## config.mk

```make
export PLATFORM = sky130hd
export DESIGN_NAME = cmd_done_tracker
export DESIGN_NICKNAME = d
export VERILOG_FILES = /design/src/rtl/evtcnt_pkg.sv /design/src/rtl/evtcnt_done_ctr.sv /design/src/rtl/evtcnt_ack_reg.sv /design/src/rtl/evtcnt_irq.sv /design/src/rtl/cmd_done_tracker.sv
export SDC_FILE = /design/constraint.sdc
export NUM_CORES = 1
export LEC_CHECK = 0
export ABC_AREA = 1
export BUFFER_PORTS_ARGS = -buffer_cell sky130_fd_sc_hd__buf_2
export CORE_ASPECT_RATIO = 0.9
export CORE_UTILIZATION = 45
export CTS_CLUSTER_DIAMETER = 100
export CTS_CLUSTER_SIZE = 40
export DETAILED_ROUTE_END_ITERATION = 7
export GPL_ROUTABILITY_DRIVEN = 0
export PLACE_DENSITY = 0.84
export SYNTH_ARGS = -nofsm -noshare
export SYNTH_HDL_FRONTEND = slang
export SYNTH_SLANG_ARGS = --single-unit
```

## constraint.sdc

```tcl
create_clock -name clk -period 4.2 [get_ports clk]
set_input_delay 0.84 -clock clk [delete_from_list [all_inputs] [get_ports clk]]
set_output_delay 0.84 -clock clk [all_outputs]
set_load 0.03 [all_outputs]
```

## src/rtl/evtcnt_pkg.sv

```systemverilog
// Package: shared field positions and config type for the completion counter.
// Assumes count fields are at most 8 bits wide so they fit their slots.
package evtcnt_pkg;
    localparam int DONE_LSB = 0;
    localparam int ACT_BIT  = 8;
    localparam int PROC_LSB = 16;
    localparam int LEVEL_BIT = 28;
    localparam int IEN_BIT   = 29;
    localparam int LIEN_BIT  = 31;
    localparam int WORD_W    = 32;

    typedef struct packed {
        logic list_ien;
        logic ien;
        logic level;
    } irq_cfg_t;
endpackage

```

## src/rtl/evtcnt_done_ctr.sv

```systemverilog
// Module: free-running done counter advanced only by engine event pulses.
// Assumes evt_i is a single-cycle pulse per completed command.
module evtcnt_done_ctr #(
    parameter int CNT_W = 6
) (
    input  logic             clk,
    input  logic             rst_n,
    input  logic             evt_i,
    output logic [CNT_W-1:0] done_o
);
    // Count events modulo 2**CNT_W.
    always_ff @(posedge clk) begin
        if (!rst_n)
            done_o <= '0;
        else if (evt_i)
            done_o <= done_o + CNT_W'(1);
    end

    p_done_step_r2: assert property (@(posedge clk) disable iff (!rst_n)
        evt_i |=> done_o == CNT_W'($past(done_o) + CNT_W'(1)));

    p_done_hold_r3: assert property (@(posedge clk) disable iff (!rst_n)
        !evt_i |=> $stable(done_o));
endmodule

```

## src/rtl/evtcnt_ack_reg.sv

```systemverilog
// Module: host-written processed count register.
// Assumes the host writes the done value it observed to acknowledge.
module evtcnt_ack_reg #(
    parameter int CNT_W = 6
) (
    input  logic             clk,
    input  logic             rst_n,
    input  logic             ack_we_i,
    input  logic [CNT_W-1:0] ack_val_i,
    output logic [CNT_W-1:0] proc_o
);
    // Load the processed count on a host write.
    always_ff @(posedge clk) begin
        if (!rst_n)
            proc_o <= '0;
        else if (ack_we_i)
            proc_o <= ack_val_i;
    end

    p_ack_load_r3: assert property (@(posedge clk) disable iff (!rst_n)
        ack_we_i |=> proc_o == $past(ack_val_i));

    p_ack_hold_r3: assert property (@(posedge clk) disable iff (!rst_n)
        !ack_we_i |=> $stable(proc_o));
endmodule

```

## src/rtl/evtcnt_irq.sv

```systemverilog
// Module: pending-difference decode and interrupt generation.
// Assumes done/proc are registered. Level mode follows the difference;
// pulse mode emits one cycle per counted event.
module evtcnt_irq #(
    parameter int CNT_W = 6
) (
    input  logic                   clk,
    input  logic                   rst_n,
    input  logic                   evt_i,
    input  logic [CNT_W-1:0]       done_i,
    input  logic [CNT_W-1:0]       proc_i,
    input  evtcnt_pkg::irq_cfg_t   cfg_i,
    output logic                   active_o,
    output logic                   irq_o
);
    logic [CNT_W-1:0] pend;
    logic             en;
    logic             pulse_q;

    // Pending events and enable gating.
    always_comb begin
        pend     = done_i - proc_i;
        en       = cfg_i.ien | cfg_i.list_ien;
        active_o = en && (pend != '0);
    end

    // One-cycle pulse after each enabled event.
    always_ff @(posedge clk) begin
        if (!rst_n)
            pulse_q <= 1'b0;
        else
            pulse_q <= evt_i & en;
    end

    // Select the interrupt flavour.
    always_comb begin
        irq_o = cfg_i.level ? active_o : pulse_q;
    end

    p_equal_clear_r4: assert property (@(posedge clk) disable iff (!rst_n)
        (done_i == proc_i) |-> !active_o);

    p_level_follow_r5: assert property (@(posedge clk) disable iff (!rst_n)
        (cfg_i.level && !active_o) |-> !irq_o);

    p_gated_off_r7: assert property (@(posedge clk) disable iff (!rst_n)
        (!cfg_i.ien && !cfg_i.list_ien) |-> (!active_o && !pulse_q));

    p_pulse_cause_r8: assert property (@(posedge clk) disable iff (!rst_n)
        (!cfg_i.level && irq_o) |-> $past(evt_i));
endmodule

```

## src/rtl/cmd_done_tracker.sv

```systemverilog
// Module: per-channel completion counter register block (top).
// Word 0 is the interrupt configuration, word 1 holds done/active/processed.
// Assumes CNT_W <= 8 so the count fields fit their bit slots.
module cmd_done_tracker #(
    parameter int CNT_W = 6
) (
    input  logic        clk,
    input  logic        rst_n,
    input  logic        evt_pulse,
    input  logic        reg_wr_en,
    input  logic        reg_addr,
    input  logic [31:0] reg_wdata,
    output logic [31:0] reg_rdata
    ,
    output logic        irq
);
    import evtcnt_pkg::*;

    logic [CNT_W-1:0] done_cnt;
    logic [CNT_W-1:0] proc_cnt;
    irq_cfg_t         cfg_q;
    logic             int_active;
    logic             cfg_we;
    logic             cnt_we;
    logic             wdata_unused;
    logic [31:0]      cfg_word;
    logic [31:0]      cnt_word;

    // Write decode.
    always_comb begin
        cfg_we       = reg_wr_en && !reg_addr;
        cnt_we       = reg_wr_en && reg_addr;
        wdata_unused = ^reg_wdata;
    end

    // Configuration register: only the three interrupt bits are stored.
    always_ff @(posedge clk) begin
        if (!rst_n)
            cfg_q <= '0;
        else if (cfg_we)
            cfg_q <= '{list_ien: reg_wdata[LIEN_BIT],
                       ien:      reg_wdata[IEN_BIT],
                       level:    reg_wdata[LEVEL_BIT]};
    end

    evtcnt_done_ctr #(.CNT_W(CNT_W)) i_done (
        .clk    (clk),
        .rst_n  (rst_n),
        .evt_i  (evt_pulse),
        .done_o (done_cnt)
    );

    evtcnt_ack_reg #(.CNT_W(CNT_W)) i_ack (
        .clk       (clk),
        .rst_n     (rst_n),
        .ack_we_i  (cnt_we),
        .ack_val_i (reg_wdata[PROC_LSB +: CNT_W]),
        .proc_o    (proc_cnt)
    );

    evtcnt_irq #(.CNT_W(CNT_W)) i_irq (
        .clk      (clk),
        .rst_n    (rst_n),
        .evt_i    (evt_pulse),
        .done_i   (done_cnt),
        .proc_i   (proc_cnt),
        .cfg_i    (cfg_q),
        .active_o (int_active),
        .irq_o    (irq)
    );

    // Assemble both readable words.
    always_comb begin
        cfg_word            = '0;
        cfg_word[LIEN_BIT]  = cfg_q.list_ien;
        cfg_word[IEN_BIT]   = cfg_q.ien;
        cfg_word[LEVEL_BIT] = cfg_q.level;
        cnt_word                      = '0;
        cnt_word[DONE_LSB +: CNT_W]   = done_cnt;
        cnt_word[ACT_BIT]             = int_active;
        cnt_word[PROC_LSB +: CNT_W]   = proc_cnt;
    end

    // Read mux.
    always_comb begin
        reg_rdata = reg_addr ? cnt_word : cfg_word;
    end

    p_cfg_readback_r9: assert property (@(posedge clk) disable iff (!rst_n)
        cfg_we |=> (cfg_word == ($past(reg_wdata) & 32'hB000_0000)));

    p_collide_keep_r6: assert property (@(posedge clk) disable iff (!rst_n)
        (evt_pulse && cnt_we && (cfg_q.ien || cfg_q.list_ien) && !cfg_we &&
         reg_wdata[PROC_LSB +: CNT_W] == done_cnt) |=> int_active);
endmodule

```

======== Word-level counts from Yosys, hierarchy flattened ========
Index checks and enable logic that the tools add are counted.
storage, ports and cells
  register bits after elaboration ......... 16
  input bits .............................. 37
cells by class
  add/sub/neg operators ................... 2
  multiplexer cells ....................... 2
  bitwise operators ....................... 2
  reductions and logical operators ........ 5
operators by type and width
  cell                                         number
  two-way mux 32 bit                           1
  adder 6 x 1 -> 6 bit, second input constant  1
  nonzero test 6 bit                           1
  subtractor 6 bit                             1
  logical AND 1 bit                            3
  bitwise AND 1 bit                            1
  logical NOT 1 bit                            1
  two-way mux 1 bit                            1
  bitwise OR 1 bit                             1

======== Longest topological paths before layout ========
Gate-level depths: netlist of run 1.
  word-level depth ........................ 4
  mapped depth ............................ 13

======== Cells and area by module ========
Synthesis of run 1 repeated with hierarchy kept, for this count alone.
unflattened totals
  cell total of the unflattened synthesis .. 195
  area, all modules ....................... 1188.6 um^2
by module, submodules not included
  module            times used  cells each  area an instance (um^2)  seq. area each (um^2)
  cmd_done_tracker  1           74          422.9                    60.1
  evtcnt_done_ctr   1           35          257.7                    120.1
  evtcnt_ack_reg    1           37          256.5                    120.1
  evtcnt_irq        1           49          251.5                    20.0

======== Worst setup path before layout of run 1 ========
No wires, ideal clock.
  path kind ............................... input-to-output
  start point ............................. input port reg_addr
  end point ............................... output port reg_rdata[28]
  arrival time ............................ 1614 ps
  data required time ...................... 3360 ps
  path slack .............................. 1746 ps
  stages .................................. 3
  path buffers ............................ 2
  cell sequence ........................... buf_2 -> clkbuf_1 -> nor2_1
on the way
  cells in the longest elaborated chain, start to end .. 1
RTL lines
  what                line                    RTL
  from (decl)         cmd_done_tracker.sv:11  input logic reg_addr,
  two-way mux 32 bit  cmd_done_tracker.sv:86  reg_rdata = reg_addr ? cnt_word : cfg_word;
  to (decl)           cmd_done_tracker.sv:13  output logic [31:0] reg_rdata
Every way passes these cells.

======== Worst setup path in the final report of run 1 ========
  start point ............................. register i_done.done_o[2]
  end point ............................... output port reg_rdata[8]
on the way
  cells in the longest elaborated chain, start to end .. 4
RTL lines
  what                    line                    RTL
  from (decl)             evtcnt_done_ctr.sv:9    output logic [CNT_W-1:0] done_o
  from (signal assigned)  evtcnt_done_ctr.sv:16   done_o <= done_o + CNT_W'(1);
  subtractor 6 bit        evtcnt_irq.sv:22        pend = done_i - proc_i;
  nonzero test 6 bit      evtcnt_irq.sv:24        active_o = en && (pend != '0);
  logical AND 1 bit       evtcnt_irq.sv:24
  two-way mux 32 bit      cmd_done_tracker.sv:86
Every way passes these cells.

==> metrics.md, run 1 <==
| Metric | Value |
|---|---|
| Clock transition at path regs | 0.10 ns |
| Largest net degree at the start of global routing | 18 |
| Pint | 0.246 mW |
| Share of power burned in registers | 0.436 |
| Final setup violating endpoints | 0 |
| Clk buf depth | 2 |
| Clk pwr share | 0.273 |
| Status | finished clean |
| # Max-Cap Violations | 0 |
| HPWL Detailed | 1.60 mm |
| Initial drt markers | 11 |
| Gr usage total | 0.181 |
| Switch share | 0.352 |
| Hold Vio Cnt, Final | 0 |
| Via count | 1025 |
| First-pass GRT wire length | 3.64 mm |
| Post-CTS sizing | 0 |
| Top-count cell post-synth | nand2_1 |
| Sequential share of the synthesized area | 0.290 |
| Hold path depth | 2 |
| RR Endpoint | i_done.done_o[4] |
| Synth area leaders | dfxtp_1 29%, nand2_1 13%, buf_4 11% |
| Logic pwr share | 0.291 |
| Fillers | 232 |
| Die X | 54.3 um |
| R2R depth | 6 |
| Wire length per cell | 8.97 um |
| Psw | 0.133 mW |
| Nets | 247 |
| Drt drc | 0 |
| Area leader, netlist | dfxtp_1 |
| Worst setup EP type | output port |
| Synth cell types | 23 |
| Flop-to-flop setup slack | 3.05 ns |
| Fin Setup TNS | 0 ns |
| Worst Path Class, Setup | reg -> out |
| Asr flop ratio synth | 0 |
| Min-delay src | cfg_q[2] |
| Layout area overhead | 12.6% |
| Final worst-path setup slack | 1.39 ns |
| Setup bufs post-CTS | 0 |
| Starting density of the core | 0.493 |
| Yosys warning count | 0 |
| P_leak | 0.765 nW |
| Period utilisation layout | 0.668 |
| Remaining global-route overflow | 0 |
| Number of synthesized flops with an enable pin | 0 |
| Worst hold endpoint | cfg_q[2] |
| Input/output buffers | 30 |
| Worst hold path class | reg -> reg |
| CP arrival | 1.97 ns |
| Seq cells post-synth | 16 |
| Crit path max fanout | 6 |
| ANT cells | 0 |
| Avg Cell Area, Syn | 6.36 um^2 |
| Die Height | 49.0 um |
| Setup Skew | 0.000463 ns |
| Clock buffer count from CTS | 3 |
| IO Pins | 70 |
| Worst Path Required | 3.36 ns |
| Critical Path Source Type | flop |
| Top post-synthesis cells by count | 39 x nand2_1, 30 x inv_1, 16 x buf_4, 16 x dfxtp_1, 16 x nor2_1 |
| Slew Limit Fails | 0 |
| Die footprint | 2660 um^2 |
| Main synth FF type | dfxtp_1 |
| Synth top area share | 0.290 |
| Count of hold-fix buffers inserted at cts | 0 |
| RSZ-0062 raised after global routing | false |
| Antenna violations before repair | 0 |
| Core Box Area | 2240 um^2 |
| Rows | 16 |
| Worst-Skew Late Latency | 0.29 ns |
| TritonCTS clock tree | yes |
| H-tree lvl count | 1 |
| WL final | 2.06 mm |
| Layout cells sized above 1 | 0.187 |
| Synth Instances | 174 |
| Synth Cell Area | 1110 um^2 |
| Worst R2R Start | i_done.done_o[1] |
| Clk sinks | 16 |
| Vias per inst | 4.46 |
| Final min period | 2.81 ns |
| Drt pass-1 iters | 4 |
| Post-route ant nets | 0 |
| P per Cell Area | 305 nW/um^2 |
| Max Fclk | 356 MHz |
| Peak supply drop | 228 uV |
| CTS Root Cell | clkbuf_4 |
| Setup WS pre-CTS | 1.72 ns |
| Vias in the first global route | 884 |
## metal layers
| layer | global-route usage | up-vias | wire, um |
|---|---|---|---|
| li1 | - | 561 | - |
| met1 | 0.238 | 433 | 979 |
| met2 | 0.295 | 27 | 957 |
| met3 | 0.0218 | 4 | 100 |
| met4 | 0.0641 | 0 | 25 |
| met5 | 0 | - | 0 |
## flip-flops by register name, indices dropped and copies added, names as in the netlist
| signal | count |
|---|---|
| i_done.done_o | 6 |
| i_ack.proc_o | 6 |
| cfg_q | 3 |
| i_irq.pulse_q | 1 |
## power groups by stage
stage | Combinational (mW) | Sequential (mW) | Clock, mW
CTS | 0.110 | 0.166 | 0.105
global placement | 0.108 | 0.169 | 0
global route | 0.124 | 0.167 | 0.111
detailed placement | 0.110 | 0.169 | 0
floorplan | 0.100 | 0.168 | 0
finish | 0.110 | 0.165 | 0.104
## area by class of cell
type | count | area [um^2] | share of cell area
clock buffer | 4 | 36.3 | 0.0291
timing repair buffer | 30 | 150 | 0.121
tap | 27 | 33.8 | 0.0271
inverter | 33 | 124 | 0.0995
sequential | 16 | 320 | 0.257
multi-input combinational | 120 | 581 | 0.466
## critical path, cell delays in order, from the launching register on
cell      delay (ns)
dfxtp_1         0.37
ha_1            0.39
or2_1           0.25
nand3b_1        0.11
nand2_1         0.06
nand2_1         0.05
nand2_1         0.04
nand2_1         0.08
nand2_1         0.07
nor2_2          0.07
buf_2           0.19
## cell families (layout without fill, tap and decap cells)
kind of cell / count (synthesis) / in the layout / share of synthesized area
fa+ha+maj: 6 / 6 / 0.0679
flops: 16 / 16 / 0.290
simple gates: 71 / 71 / 0.269
xor+xnor: 1 / 1 / 0.0147
buf+inv: 53 / 67 / 0.236
compound gates: 26 / 26 / 0.119
other cells: 1 / 16 / 0.00339
## worst max path at each step
stage / start / endpoint / cells after the start
floorplan: reg_addr / reg_rdata[28] / 3
global placement: i_done.done_o[2] / reg_rdata[8] / 10
detailed placement: i_done.done_o[2] / reg_rdata[8] / 10
CTS: i_done.done_o[2] / reg_rdata[8] / 10
global route: i_ack.proc_o[2] / reg_rdata[8] / 11
finish: i_done.done_o[2] / reg_rdata[8] / 10
## layout by cell type (no fill, tap or decap), drive strengths merged
cell and count:
nor2 17, or2 1, nand3b 2, nand2 40, nor3b 1, nor3 3, nand3 7, xnor2 1
inv 31, o21ai 11, dfxtp 16, ha 6, clkinv 2, conb 16, a21oi 14, clkbuf 4
a31oi 1, buf 30
## stage by stage
step                      std cells  hold slack, ns  utilization  total power [mW]  area (um^2)
final                           230           0.475        0.555             0.379         1240
after detailed placement        226           0.460        0.539             0.279         1210
after CTS                       230           0.474        0.555             0.381         1240
after global routing            230           0.518        0.555             0.401         1240
after global placement          226           0.460        0.539             0.277         1210
after floorplan                 189           0.446            -             0.268         1160
Power figures use the tool's default switching activity.
==> run 2: changes to the inputs <==
Settings changed: ABC_AREA 1 to 0, CORE_UTILIZATION 45 to 43, PLACE_DENSITY 0.84 to 0.8.
Clock period 4.2 ns to 2.9 ns, I/O delays scaled along.
==> run 2 against run 1 <==
Against the previous run: die area up 7.6%; clock power up 46%; sequential share of layout area down 0.61 points; critical path type unchanged; worst setup slack worse by 1.1 ns; critical endpoint unchanged; final area up 2.4%; total power up 40%.
==> metrics.md, run 2 <==
| Metric | Value |
|---|---|
| Status | finished clean |
| Hold path depth | 2 (unchanged) |
| Rows | 17 (+1) |
| Number of synthesized flops with an enable pin | 0 (unchanged) |
| Worst hold endpoint | i_ack.proc_o[2] |
| Main synth FF type | dfxtp_1 |
| CP delay by family, top | compound AO/OA/AOI/OAI gates |
| Top post-synthesis cells by count | 17 x buf_4, 16 x dfxtp_1, 15 x and2_1 |
| Sequential share of the synthesized area | 0.281 (-0.00889) |
| CTS Root Cell | clkbuf_4 |
| Core Box Area | 2490 um^2 (+11%) |
| Final cell count without fillers | 195 (-15%) |
| Total power | 0.530 mW (+40%) |
| Most common cell after layout, fill and taps aside | buf_2 |
| Vias in the first global route | 887 (+0.34%) |
| Crit path max fanout | 5 (-1) |
| Final setup violating endpoints | 0 (unchanged) |
| Setup bufs post-CTS | 0 (unchanged) |
| Flop-to-flop setup slack | 1.69 ns (-1.36 ns) |
| Nets | 211 (-15%) |
| Fin Setup TNS | 0 ns (unchanged) |
| Die X | 56.3 um (+3.8%) |
| TritonCTS clock tree | yes |
| Fin Hold WS | 0.487 ns (+0.0127 ns) |
| CP arrival | 2.07 ns (+0.10 ns) |
| RR Endpoint | i_done.done_o[5] |
| R2R depth | 3 (-3) |
| Starting density of the core | 0.459 (-0.0348) |
| Clock buffer count from CTS | 3 (unchanged) |
| Layout cells sized above 1 | 0.234 (+0.0463) |
| Clock transition at path regs | 0.09 ns (about the same) |
| WL final | 2.21 mm (+7.3%) |
| Area of the multi-input gates | 714 um^2 (+23%) |
| Initial drt markers | 12 (+1) |
| Worst setup EP type | output port |
| Die Height | 50.9 um (+3.7%) |
| Die footprint | 2860 um^2 (+7.6%) |
| Gr usage total | 0.170 (-0.0108) |
| ANT cells | 0 (unchanged) |
| Worst path slowest cell | dfxtp_1 |
| Clk buf depth | 2 (unchanged) |
| Largest net degree at the start of global routing | 25 (+7) |
| Asr flop ratio synth | 0 (unchanged) |
| Setup Skew | 0.000976 ns (+0.000513 ns) |
| Critical Path Source Type | flop |
| Yosys warning count | 0 (unchanged) |
| Remaining global-route overflow | 0 (unchanged) |
| Commonest non-fill, non-tap cells in the layout | 30 x buf_2, 16 x conb_1, 16 x dfxtp_1 |
| Worst Path Required | 2.32 ns (-1.04 ns) |
| Post-route cell area | 1270 um^2 (+2.4%) |
| RSZ-0062 raised after global routing | false |
| HPWL Detailed | 1.71 mm (+6.8%) |
| Max Fclk | 377 MHz |
| Placed Cells | 191 (-15%) |
| Slew Limit Fails | 0 (unchanged) |
| Vias per inst | 4.92 (+10%) |
| Top-count cell post-synth | buf_4 |
| Layout area overhead | 11.7% |
| Max incr delay on CP | 0.43 ns (+0.04 ns) |
| Drt drc | 0 (unchanged) |
| Final min period | 2.65 ns |
| Seq cells post-synth | 16 (unchanged) |
| Post-route ant nets | 0 (unchanged) |
| Input/output buffers | 30 (unchanged) |
| H-tree lvl count | 1 (unchanged) |
| Wire length per cell | 11.3 um (+27%) |
| Hold Vio Cnt, Final | 0 (unchanged) |
| Crit path buf inv count | 2 (+1) |
| Via count | 960 (-6.3%) |
| Worst Path Class, Setup | reg -> out |
| Crit-path cells | inv_1 -> ha_1 -> nand2b_4 -> a21oi_2 -> mux2i_1 -> o21ai_1 -> o221a_1 -> buf_2 |
| Drt pass-1 iters | 3 (-1) |
| Worst-Skew Late Latency | 0.29 ns (about the same) |
| Area leader, netlist | dfxtp_1 |
| Peak supply drop | 224 uV (-1.7%) |
| Synth top area share | 0.281 (-0.00889) |
| Antenna violations before repair | 0 (unchanged) |
| Register area | 320 um^2 (unchanged) |
| Clk sinks | 16 (unchanged) |
| Worst hold path class | reg -> reg |
| Fillers | 236 (+1.7%) |
| P_leak | 0.617 nW (-19%) |
| Synth cell types | 35 (+52%) |
| DP Area | 1240 um^2 (+2.5%) |
| # Max-Cap Violations | 0 (unchanged) |
| P per Cell Area | 416 nW/um^2 (+36%) |
| Avg Cell Area, Syn | 8.21 um^2 (+29%) |
| Count of hold-fix buffers inserted at cts | 0 (unchanged) |
| Worst R2R Start | i_done.done_o[0] |
| Synth Cell Area | 1140 um^2 (+3.2%) |
| Period utilisation layout | 0.915 |
| Synth area leaders | dfxtp_1 28%, buf_4 11%, and2_1 8.2% |
| Synth Instances | 139 (-20%) |
| Min-delay src | i_ack.proc_o[2] |
| First-pass GRT wire length | 3.75 mm (+3.0%) |
| Largest regs | i_ack.proc_o (6), i_done.done_o (6), cfg_q (3) |
| IO Pins | 70 (unchanged) |
| Post-CTS sizing | 0 (unchanged) |
-- run 2: logic make-up (layout without fill, tap and decap cells) --
group | after synthesis | after routing | share of synthesized area
AO/OA/AOI/OAI | 18 | 18 | 0.110
XOR/XNOR | 7 | 7 | 0.0603
adder cells (fa/ha/maj) | 6 | 6 | 0.0658
buffers and inverters | 26 | 39 | 0.143
flip-flops | 16 | 16 | 0.281
multiplexers | 5 | 5 | 0.0439
other | 1 | 16 | 0.00329
AND/OR/NAND/NOR | 60 | 60 | 0.294
-- run 2: worst min-delay path, delay by kind of cell (launching register included) --
| family | cells | cell delay (ns) |
|---|---|---|
| AO/OA/AOI/OAI | 1 | 0.05 |
| flip-flops | 1 | 0.33 |
| AND/OR/NAND/NOR | 1 | 0.06 |
-- run 2: area by class of cell --
class                      instances  area share
tap                               28      0.0275
clock buffer                       4      0.0285
inverter                           5      0.0147
timing repair buffer              30       0.118
sequential                        16       0.251
multi-input combinational        112       0.560
-- run 2: worst max-delay path by stage --
stage,startpoint,end,cells past startpoint
2_1_floorplan,i_done.done_o[0],reg_rdata[8],7
3_3_place_gp,i_done.done_o[0],reg_rdata[8],8
3_5_place_dp,i_done.done_o[0],reg_rdata[8],8
4_1_cts,i_done.done_o[0],reg_rdata[8],8
5_1_grt,i_done.done_o[0],reg_rdata[8],8
6_report,i_done.done_o[0],reg_rdata[8],8
-- run 2: metrics by stage --
step / setup slack, ns / util
after global placement: 0.615 / 0.498
after CTS: 0.239 / 0.512
after floorplan: 0.769 / -
final: 0.247 / 0.512
after detailed placement: 0.580 / 0.498
after global routing: 0.118 / 0.512
-- run 2: per-layer routing --
layer | global-route usage | wire, um
met2 | 0.306 | 1110
met4 | 0.0813 | 36
met3 | 0.0354 | 100
met1 | 0.193 | 963
met5 | 0 | 0
-- run 2: where the power goes --
group / internal, mW / switching (mW)
combinational: 0.0484 / 0.0909
sequential: 0.229 / 0.00967
clock: 0.0765 / 0.0753
